`src/rtl/mc_issue_pkg.sv`:
```
package mc_issue_pkg;

  typedef enum logic [1:0] {
    UNIT_INT  = 2'd0,
    UNIT_FADD = 2'd1,
    UNIT_MUL  = 2'd2,
    UNIT_DIV  = 2'd3
  } unit_e;

  function automatic int max_of4(input int a, input int b, input int c, input int d);
    int m;
    m = a;
    if (b > m) m = b;
    if (c > m) m = c;
    if (d > m) m = d;
    return m;
  endfunction

endpackage

```
`src/rtl/mc_wport_sched.sv`:
```
module mc_wport_sched #(
  parameter int SLOTS = 24,
  parameter int REG_W = 5,
  parameter int IDX_W = 5
) (
  input  logic             clk,
  input  logic             rst,
  input  logic [IDX_W-1:0] chk_idx,
  input  logic             alloc_en,
  input  logic [REG_W-1:0] alloc_rd,
  output logic             chk_busy,
  output logic             wb_valid,
  output logic [REG_W-1:0] wb_rd
);

  // Slot k holds the write-back happening k cycles from now (slot 0 = this cycle).
  logic [SLOTS-1:0] slot_v;
  logic [REG_W-1:0] slot_rd [SLOTS];

  generate
    for (genvar j = 0; j < SLOTS; j++) begin : g_slot
      logic             v_q;
      logic [REG_W-1:0] rd_q;
      logic             nxt_v;
      logic [REG_W-1:0] nxt_rd;

      if (j == SLOTS - 1) begin : g_last
        assign nxt_v  = 1'b0;
        assign nxt_rd = '0;
      end else begin : g_mid
        assign nxt_v  = slot_v[j+1];
        assign nxt_rd = slot_rd[j+1];
      end

      // An instruction needing slot chk_idx now lands one position lower after the shift.
      always_ff @(posedge clk) begin
        if (rst) begin
          v_q  <= 1'b0;
          rd_q <= '0;
        end else if (alloc_en && (chk_idx == IDX_W'(j + 1))) begin
          v_q  <= 1'b1;
          rd_q <= alloc_rd;
        end else begin
          v_q  <= nxt_v;
          rd_q <= nxt_rd;
        end
      end

      assign slot_v[j]  = v_q;
      assign slot_rd[j] = rd_q;
    end
  endgenerate

  always_comb begin
    chk_busy = 1'b0;
    if (chk_idx < IDX_W'(SLOTS)) chk_busy = slot_v[chk_idx];
  end

  assign wb_valid = slot_v[0];
  assign wb_rd    = slot_rd[0];

  // the top never books a slot that is already held
  p_port_single_r5: assert property (@(posedge clk) disable iff (rst)
    alloc_en |-> !chk_busy);

  // a one-cycle booking appears at the write port in the next cycle
  p_wb_next_r4: assert property (@(posedge clk) disable iff (rst)
    (alloc_en && chk_idx == IDX_W'(1)) |=> (wb_valid && wb_rd == $past(alloc_rd)));

endmodule

```
`src/rtl/mc_div_track.sv`:
```
module mc_div_track #(
  parameter int LAT_DIV = 24
) (
  input  logic clk,
  input  logic rst,
  input  logic start,
  output logic busy
);

  localparam int CNT_W = $clog2(LAT_DIV + 1);

  logic [CNT_W-1:0] cnt_q;

  always_ff @(posedge clk) begin
    if (rst) begin
      cnt_q <= '0;
    end else if (start) begin
      cnt_q <= CNT_W'(LAT_DIV - 1);
    end else if (cnt_q != '0) begin
      cnt_q <= cnt_q - 1'b1;
    end
  end

  assign busy = (cnt_q != '0);

  // a divide never starts on top of a running one
  p_div_serial_r7: assert property (@(posedge clk) disable iff (rst)
    start |-> !busy);

  // after a start the unit reports busy in the next cycle
  p_div_hold_r7: assert property (@(posedge clk) disable iff (rst)
    start |=> busy);

endmodule

```
`src/rtl/mc_waw_table.sv`:
```
module mc_waw_table #(
  parameter int REG_W = 5
) (
  input  logic             clk,
  input  logic             rst,
  input  logic [REG_W-1:0] chk_rd,
  input  logic             set_en,
  input  logic [REG_W-1:0] set_rd,
  input  logic             clr_en,
  input  logic [REG_W-1:0] clr_rd,
  output logic             chk_pend
);

  localparam int NREG = 1 << REG_W;

  logic [NREG-1:0] pend_q;
  logic [NREG-1:0] pend_d;

  always_comb begin
    pend_d = pend_q;
    if (clr_en) pend_d[clr_rd] = 1'b0;
    if (set_en) pend_d[set_rd] = 1'b1;
  end

  always_ff @(posedge clk) begin
    if (rst) pend_q <= '0;
    else     pend_q <= pend_d;
  end

  // A write leaving the port this cycle no longer counts as in flight.
  assign chk_pend = pend_q[chk_rd] && !(clr_en && (clr_rd == chk_rd));

  // every write-back belongs to a register marked pending
  p_wb_was_pending_r6: assert property (@(posedge clk) disable iff (rst)
    clr_en |-> pend_q[clr_rd]);

  // an issued write marks its destination in the next cycle
  p_set_marks_r6: assert property (@(posedge clk) disable iff (rst)
    set_en |=> pend_q[$past(set_rd)]);

endmodule

```
`src/rtl/mc_issue_ctrl.sv`:
```
module mc_issue_ctrl #(
  parameter int REG_W    = 5,
  parameter int LAT_INT  = 1,
  parameter int LAT_FADD = 3,
  parameter int LAT_MUL  = 6,
  parameter int LAT_DIV  = 24
) (
  input  logic                                clk,
  input  logic                                rst,
  input  logic                                in_valid,
  input  logic [1:0]                          in_unit,
  input  logic [REG_W-1:0]                    in_rd,
  input  logic                                in_we,
  output logic                                issue,
  output logic                                stall,
  output logic [$clog2(LAT_DIV+1)-1:0]        wb_lat,
  output logic                                wb_valid,
  output logic [REG_W-1:0]                    wb_rd
);
  import mc_issue_pkg::*;

  localparam int MAX_LAT = max_of4(LAT_INT, LAT_FADD, LAT_MUL, LAT_DIV);
  localparam int LAT_W   = $clog2(LAT_DIV + 1);
  localparam int SLOTS   = MAX_LAT;

  unit_e            unit;
  logic [LAT_W-1:0] lat;
  logic             port_busy;
  logic             div_busy;
  logic             rd_pend;
  logic             hz_port;
  logic             hz_div;
  logic             hz_waw;
  logic             blocked;
  logic             alloc_en;
  logic             div_start;

  assign unit = unit_e'(in_unit);

  always_comb begin
    case (unit)
      UNIT_INT:  lat = LAT_W'(LAT_INT);
      UNIT_FADD: lat = LAT_W'(LAT_FADD);
      UNIT_MUL:  lat = LAT_W'(LAT_MUL);
      default:   lat = LAT_W'(LAT_DIV);
    endcase
  end

  assign hz_port = in_we && port_busy;
  assign hz_div  = (unit == UNIT_DIV) && div_busy;
  assign hz_waw  = in_we && rd_pend;
  assign blocked = hz_port || hz_div || hz_waw;

  assign issue     = in_valid && !blocked;
  assign stall     = in_valid && blocked;
  assign wb_lat    = lat;
  assign alloc_en  = issue && in_we;
  assign div_start = issue && (unit == UNIT_DIV);

  mc_wport_sched #(
    .SLOTS (SLOTS),
    .REG_W (REG_W),
    .IDX_W (LAT_W)
  ) u_wport (
    .clk      (clk),
    .rst      (rst),
    .chk_idx  (lat),
    .alloc_en (alloc_en),
    .alloc_rd (in_rd),
    .chk_busy (port_busy),
    .wb_valid (wb_valid),
    .wb_rd    (wb_rd)
  );

  mc_div_track #(
    .LAT_DIV (LAT_DIV)
  ) u_div (
    .clk   (clk),
    .rst   (rst),
    .start (div_start),
    .busy  (div_busy)
  );

  mc_waw_table #(
    .REG_W (REG_W)
  ) u_waw (
    .clk      (clk),
    .rst      (rst),
    .chk_rd   (in_rd),
    .set_en   (alloc_en),
    .set_rd   (in_rd),
    .clr_en   (wb_valid),
    .clr_rd   (wb_rd),
    .chk_pend (rd_pend)
  );

  // a presented instruction either issues or stalls, never both
  p_issue_xor_r3: assert property (@(posedge clk) disable iff (rst)
    in_valid |-> (issue != stall));

  // nothing presented, nothing decided
  p_idle_quiet_r10: assert property (@(posedge clk) disable iff (rst)
    !in_valid |-> (!issue && !stall));

endmodule

```
`config.mk`:
```
export PLATFORM = sky130hd
export DESIGN_NAME = mc_issue_ctrl
export DESIGN_NICKNAME = d
export VERILOG_FILES = /design/src/rtl/mc_issue_pkg.sv /design/src/rtl/mc_wport_sched.sv /design/src/rtl/mc_div_track.sv /design/src/rtl/mc_waw_table.sv /design/src/rtl/mc_issue_ctrl.sv
export SDC_FILE = /design/constraint.sdc
export NUM_CORES = 1
export LEC_CHECK = 0
export ABC_CLOCK_PERIOD_IN_PS = 4700
export BUFFER_PORTS_ARGS = -buffer_cell sky130_fd_sc_hd__buf_2
export CAP_MARGIN = 10
export CORE_MARGIN = 10
export CORE_UTILIZATION = 50
export DETAILED_ROUTE_END_ITERATION = 7
export GPL_TIMING_DRIVEN = 0
export MAX_ROUTING_LAYER = met4
export PLACE_DENSITY = 0.67
export SYNTH_ARGS = -nofsm -noshare
export SYNTH_HDL_FRONTEND = slang
export SYNTH_SLANG_ARGS = --single-unit
```
`constraint.sdc`:
```
create_clock -name clk -period 4.7 [get_ports clk]
set_clock_uncertainty 0.2 [all_clocks]
set_input_delay 0.705 -clock clk [delete_from_list [all_inputs] [get_ports clk]]
set_output_delay 0.705 -clock clk [all_outputs]
set_load 0.05 [all_outputs]
```
==> summary.md, run 1 <==
| Metric | Value |
|---|---|
| Cts hold-fix bufs | 0 |
| Port buffer count | 22 |
| CTS buffer count | 17 |
| Final Hold Viols | 0 |
| # rows | 42 |
| Buf/Inv on CP | 4 |
| Post-route ant nets | 0 |
| Vias in the first global route | 4,637 |
| Critical path's top delay family | compound AO/OA/AOI/OAI gates |
| Crit Path Category | input port to primary output |
| FF+latch area | roughly 3600 um^2 |
| Max Freq | 0.2268 GHz |
| Die Wd | roughly 140 um |
| Tmin final | 4.409 ns |
| Die area | 18,500 um^2 |
| Crit path top cell by count | buf_2 |
| Multi-input gate area in the final layout | between 2000 and 3000 um^2 |
| Post-CTS Setup Bufs | 0 |
| Static leakage | 3.030 nW |
| Fillers | about 1,200 |
| CP Max Fanout | 10 |
| RSZ-0062 raised after global routing | false |
| Hold path startpoint | u_wport.g_slot[10].rd_q[1] |
| Core ar. | approximately 13,000 um^2 |
| Post-Route WL | 14,470 um |
| Crit end category | primary output |
| Layout cells sized above 1 | 9.244% |
| Clk slew on worst S/H paths | 0.06 ns |
| Gate Count Post-Synth | 660 |
| Setup TNS | 0 ns |
| YS warnings | 0 |
| Status | finished clean |
| Placed Instance Area | 7061 um^2 |
| Dominant synthesized flop cell | dfxtp_1 |
| Largest net degree at the start of global routing | 17 |
| Antenna fix cells | 0 |
| CP required | about 3.8 ns |
| Slowest cell on the critical path | o31ai_2 |
| Critical path arrival | 3.50 ns |
| Starting density of the core | 51.02% |
| Slew headroom | 40.90% |
| GRT overflow | 0 |
| Wire per inst | roughly 16 um |
| Critical-path cell list | buf_2 > buf_2 > buf_2 > mux2i_1 > o32ai_1 > a211o_1 > o31ai_2 > a21boi_0 > o21a_1 > buf_2 |
| Reg2reg start | u_waw.pend_q[30] |
| Ys async rst share | 0% |
| Fin crit share | a little over nine tenths |
| Critical path startpoint category | input port |
| Initial DRC Count | 372 |
| Hold WC Path Type | flop to flop |
| First-pass GRT wire length | 23,370 um |
| Boundary Pins | 24 |
| Initial antenna violation count | 0 |
| Seq/Total Area, Yosys | 53.84% |
| Power per Cell Area | around 430 nW/um^2 |
| Vias per cell | 5.300 |
| Synth Cell Area | ~6700 um^2 |
| Hold Path Sink | u_wport.g_slot[8].nxt_rd[1] |
| FF+latch count, synth | 181 |
| Post-Layout Inst Area | 7666 um^2 |
| Syn avg cell area | 10.20 um^2 |
| Worst ir drop on vdd | 0.0003176 V |
| Pwr Total | 0.003305 W |
| First-pass DRT Iterations | 6 |
| Gpl congestion | a little over 0.9 |
| Final nets | a little over 700 |
| Final setup viols | 0 |
| Number of max-cap violations | 0 |
| PostCTS Resize Cnt | 0 |
| Dpl hpwl | 9951 um |
| Dominant cell by count in the synthesized netlist | dfxtp_1 |
| DRC errors left | 0 |
| Vert. Die Dim | ~140 um |
| Worst-Margin Slew | 0.8845 ns |
| Vias | ~4,700 |
| Clock root buffer | clkbuf_16 |
| Worst-Skew Late Latency | approximately 0.42 ns |
| Synthesis-to-layout area growth | 13.91% |
| RR Endpoint | u_waw.pend_q[12] |
| Post-synth top area share | between 50% and 60% |
| Sink Count | ~180 |
| Top cells by area, synth | dfxtp_1, nor2b_1, mux2i_1 |
| Number of synthesized flops with an enable pin | 0 |
| Leading area contributor after synthesis | dfxtp_1 |
| Slowest stage delay, CP | 0.51 ns |
| H-tree depth | 4 |
| Library cells used by synthesis | 50 |
| WHS Path Cells | 1 |
| Worst-case reg-to-reg path depth | 8 |
| CTS tree | yes |
| Post-synth net total | 680 |
| Total GRT Usage | between 15 and 20% |
| Max Slew Vio Count | 0 |
| Top cells by count, synth | dfxtp_1, nor2b_1, mux2i_1, nand2b_1, clkbuf_1 |
| Internal reg-to-reg setup slack | 1.42 ns |
| CTS max path bufs | 2 |
[per-layer routing]
layer	wire length, um	track usage, %	share of wire [%]	vias to the layer above
met5	0	-	0	-
met4	291	6.746	2.0	0
met3	914	3.948	6.3	29
met2	6911	26.30	48	144
met1	6352	19.66	44	2237
li1	-	-	-	2307
[layout make-up]
| cell class | instances | share of cell area [%] |
|---|---|---|
| clock buffer | 22 | 6.055 |
| buffer | 45 | 2.318 |
| timing repair buffer | 22 | 1.436 |
| sequential | 181 | 47.27 |
| clock inverter | 10 | 1.844 |
| tap | 176 | 2.873 |
| multi-input combinational | 417 | 37.38 |
| inverter | 17 | 0.8324 |
[worst max-delay path by stage]
stage	cells after the start	start	end
2_1_floorplan	7	in_unit[1]	issue
3_3_place_gp	10	in_rd[1]	stall
3_5_place_dp	10	in_rd[1]	issue
4_1_cts	10	in_rd[1]	stall
5_1_grt	10	in_rd[1]	issue
6_report	10	in_rd[1]	stall
[metrics by stage]
| step | setup slack, ns | util (%) | hold WS (ns) | std cells |
|---|---|---|---|---|
| floorplan | 0.6037 | - | 0.2138 | 660 |
| global placement | 0.3177 | 53.53 | 0.2174 | 858 |
| detailed placement | 0.3348 | 53.53 | 0.2218 | 858 |
| CTS | 0.2942 | 58.12 | 0.2368 | 890 |
| global route | 0.2007 | 58.12 | 0.2475 | 890 |
| finish | 0.2909 | 58.12 | 0.2335 | 890 |
[cell usage in the layout (no fill, tap or decap), types with 3 or more instances in the layout]
| cell type | instances |
|---|---|
| or3_1 | 3 |
| dfxtp_1 | 181 |
| inv_6 | 3 |
| ha_1 | 9 |
| nor2_1 | 8 |
| clkbuf_1 | 38 |
| nor3_1 | 6 |
| clkbuf_16 | 17 |
| o31ai_1 | 32 |
| buf_1 | 5 |
| xnor2_1 | 3 |
| nor2b_1 | 119 |
| a21oi_1 | 12 |
| nand2_1 | 30 |
| mux4_2 | 3 |
| bufinv_16 | 3 |
| nand3b_1 | 20 |
| o21ai_0 | 29 |
| nand2b_1 | 42 |
| or2_2 | 3 |
| buf_2 | 26 |
| nand3_1 | 9 |
| xor2_1 | 4 |
| mux2i_1 | 42 |
| inv_1 | 17 |
| nand4_1 | 4 |
| nor4b_1 | 4 |
| nor3b_1 | 4 |
| nor4_1 | 3 |
[kinds of logic after synthesis]
kind of cell             share of synthesized area, %
XOR/XNOR                                       0.9110
buffers and inverters                           3.588
multiplexers                                    7.418
AO/OA/AOI/OAI                                   8.775
AND/OR/NAND/NOR                                 23.80
flip-flops                                      53.84
adder cells (fa/ha/maj)                         1.673
[power breakdown]
group	internal, W	leakage, nW	switching (W)	total, W
combinational	0.000102	1.28	0.000187	0.000288
sequential	0.00156	1.46	0.0000187	0.00158
clock	0.000868	0.292	0.000570	0.00144
total	0.00253	3.03	0.000776	0.00331
[state kept, by name (all words and copies together), names as in the netlist]
signal and flops:
u_wport.wb_rd 5, u_wport.g_slot.rd_q 5, u_wport.g_slot.nxt_rd 110, u_waw.pend_q 32, u_div.cnt_q 5, u_wport.g_slot.nxt_v 22, u_wport.wb_valid 1, u_wport.g_slot.v_q 1
Note: power is estimated with default switching activity, not from simulation.
==> run 2, diff against run 1 <==
--- a/config.mk
+++ b/config.mk
@@ -13,7 +13,7 @@
 export DETAILED_ROUTE_END_ITERATION = 7
 export GPL_TIMING_DRIVEN = 0
 export MAX_ROUTING_LAYER = met4
-export PLACE_DENSITY = 0.67
+export PLACE_DENSITY = 0.71
 export SYNTH_ARGS = -nofsm -noshare
 export SYNTH_HDL_FRONTEND = slang
 export SYNTH_SLANG_ARGS = --single-unit
==> run 2 against run 1 <==
  * Clock power hardly changed
  * Critical endpoint unchanged
  * Global-route usage is 0.27 points higher
  * Utilization is 0.057 points higher
==> summary.md, run 2 (same netlist as run 1, synthesis figures left out) <==
| Metric | Value |
|---|---|
| Clock root buffer | clkbuf_16 |
| Slowest stage delay, CP | 0.48 ns (-0.03 ns) |
| Die area | 18,500 um^2 (unchanged) |
| CP Max Fanout | 10 (unchanged) |
| GRT overflow | 0 (unchanged) |
| Final nets | 721 (unchanged) |
| First-pass DRT Iterations | 5 (-1) |
| Worst-Margin Slew | 0.7474 ns (-0.1372 ns) |
| Worst ir drop on vdd | 0.0003357 V (+5.7%) |
| Clk slew on worst S/H paths | 0.06 ns (about the same) |
| Max Slew Vio Count | 0 (unchanged) |
| Core ar. | 13,190 um^2 (unchanged) |
| Critical-path cell list | buf_2 > buf_2 > buf_2 > mux2i_1 > o32ai_1 > a211o_1 > o31ai_2 > a21boi_0 > o21a_1 > buf_2 |
| Hold WC Path Type | flop to flop |
| Vert. Die Dim | 136.0 um (unchanged) |
| Max Freq | 0.2280 GHz (+0.51%) |
| Gpl congestion | 0.9253 (-0.55%) |
| Internal reg-to-reg setup slack | 1.54 ns (+0.12 ns) |
| Hold path startpoint | u_wport.g_slot[7].nxt_rd[3] |
| Fin crit share | 93.34% (-0.47 points) |
| Worst-Skew Late Latency | 0.43 ns (about the same) |
| Crit end category | primary output |
| Final Non-Filler Cells | 890 (unchanged) |
| Slew headroom | 49.47% (+8.6 points) |
| CTS buffer count | 17 (unchanged) |
| Placed cells | 858 (unchanged) |
| Critical path arrival | 3.48 ns (-0.02 ns) |
| Commonest non-fill, non-tap cells in the layout | dfxtp_1, nor2b_1, mux2i_1, nand2b_1, clkbuf_1 |
| Boundary Pins | 24 (unchanged) |
| Final Hold Viols | 0 (unchanged) |
| Dpl hpwl | 10,020 um (+0.67%) |
| Post-route ant nets | 0 (unchanged) |
| Sink Count | 181 (unchanged) |
| Cts hold-fix bufs | 0 (unchanged) |
| Synthesis-to-layout area growth | 14.02% (about the same) |
| Post-Route WL | 14,470 um (about the same) |
| H-tree depth | 4 (unchanged) |
| Final setup viols | 0 (unchanged) |
| RR Endpoint | u_waw.pend_q[8] |
| Vias | 4,743 (+0.55%) |
| DRC errors left | 0 (unchanged) |
| CP required | 3.80 ns (about the same) |
| Final critical-path setup slack | 0.3132 ns (+0.02230 ns) |
| # rows | 42 (unchanged) |
| Number of max-cap violations | 0 (unchanged) |
| Vias per cell | 5.329 (+0.55%) |
| Status | finished clean |
| Post-CTS Setup Bufs | 0 (unchanged) |
| Worst-case reg-to-reg path depth | 8 (unchanged) |
| Tmin final | 4.387 ns (-0.02230 ns) |
| WHS Path Cells | 1 (unchanged) |
| Die Wd | 136.0 um (unchanged) |
| CTS tree | yes |
| Largest net degree at the start of global routing | 18 (+1) |
| Initial DRC Count | 425 (+14%) |
| Total GRT Usage | 16.76% (+0.27 points) |
| Post-place setup slack | 0.3493 ns (+0.01443 ns) |
| Crit path top cell by count | buf_2 |
| Crit Path Category | input port to primary output |
| Initial antenna violation count | 0 (unchanged) |
| Hold Path Sink | u_wport.g_slot[6].nxt_rd[3] |
| PostCTS Resize Cnt | 0 (unchanged) |
| Vias in the first global route | 4,578 (-1.3%) |
| CTS max path bufs | 2 (unchanged) |
| Critical path startpoint category | input port |
| RSZ-0062 raised after global routing | false |
| Reg2reg start | u_waw.pend_q[28] |
| Static leakage | 3.044 nW (+0.45%) |
| Antenna fix cells | 0 (unchanged) |
| Port buffer count | 22 (unchanged) |
| Setup TNS | 0 ns (unchanged) |
| Most common cell after layout, fill and taps aside | dfxtp_1 |
| Max reg flops | 110 (unchanged) |
| Wire per inst | 16.26 um (about the same) |
| First-pass GRT wire length | 23,650 um (+1.2%) |
| Power per Cell Area | 432.7 nW/um^2 (+0.36%) |
| Starting density of the core | 51.02% (unchanged) |
| Slowest cell on the critical path | o31ai_2 |
| Layout cells sized above 1 | 9.664% (+0.42 points) |
## run 2: where the power goes
part           internal, W  switching, W
sequential         0.00156     0.0000188
clock             0.000833      0.000623
combinational     0.000101      0.000186
total              0.00249      0.000827
## run 2: worst max-delay path by stage
stage,start,to,slack [ns],cells past startpoint
6_report,in_rd[1],stall,0.31,10
4_1_cts,in_rd[1],stall,0.35,10
3_5_place_dp,in_rd[1],stall,0.35,10
3_3_place_gp,in_rd[1],stall,0.32,10
2_1_floorplan,in_unit[1],issue,0.60,7
5_1_grt,in_rd[1],stall,0.17,10
## run 2: layer usage
| layer | part of all wire, % | global-route usage (%) |
|---|---|---|
| met4 | 1.8 | 7.160 |
| met5 | 0 | - |
| met2 | 47 | 26.19 |
| met3 | 8.6 | 4.834 |
| met1 | 42 | 19.82 |
## run 2: worst max-delay path, delay by kind of cell
| kind | cells | cell delay, ns |
|---|---|---|
| AOI/OAI and AO/OA | 5 | 1.41 |
| buffers and inverters | 4 | 0.98 |
| muxes | 1 | 0.37 |
## run 2: layout make-up
class	count	area, um^2
Fill cell	1119	5517
Sequential cell	181	3623
Multi-Input combinational cell	417	2865
Clock buffer	19	452.9
Tap cell	176	220.2
Buffer	45	177.7
Clock inverter	13	160.2
Timing Repair Buffer	22	110.1
Inverter	17	63.81
## run 2: per-stage QoR
stage	power, W	utilization (%)	area, um^2	hold slack (ns)
floorplan	0.001822	-	6730	0.2138
global placement	0.001883	53.53	7061	0.2147
detailed placement	0.001898	53.53	7061	0.2204
CTS	0.003346	58.18	7674	0.2355
global route	0.003439	58.18	7674	0.2505
finish	0.003320	58.18	7674	0.2332
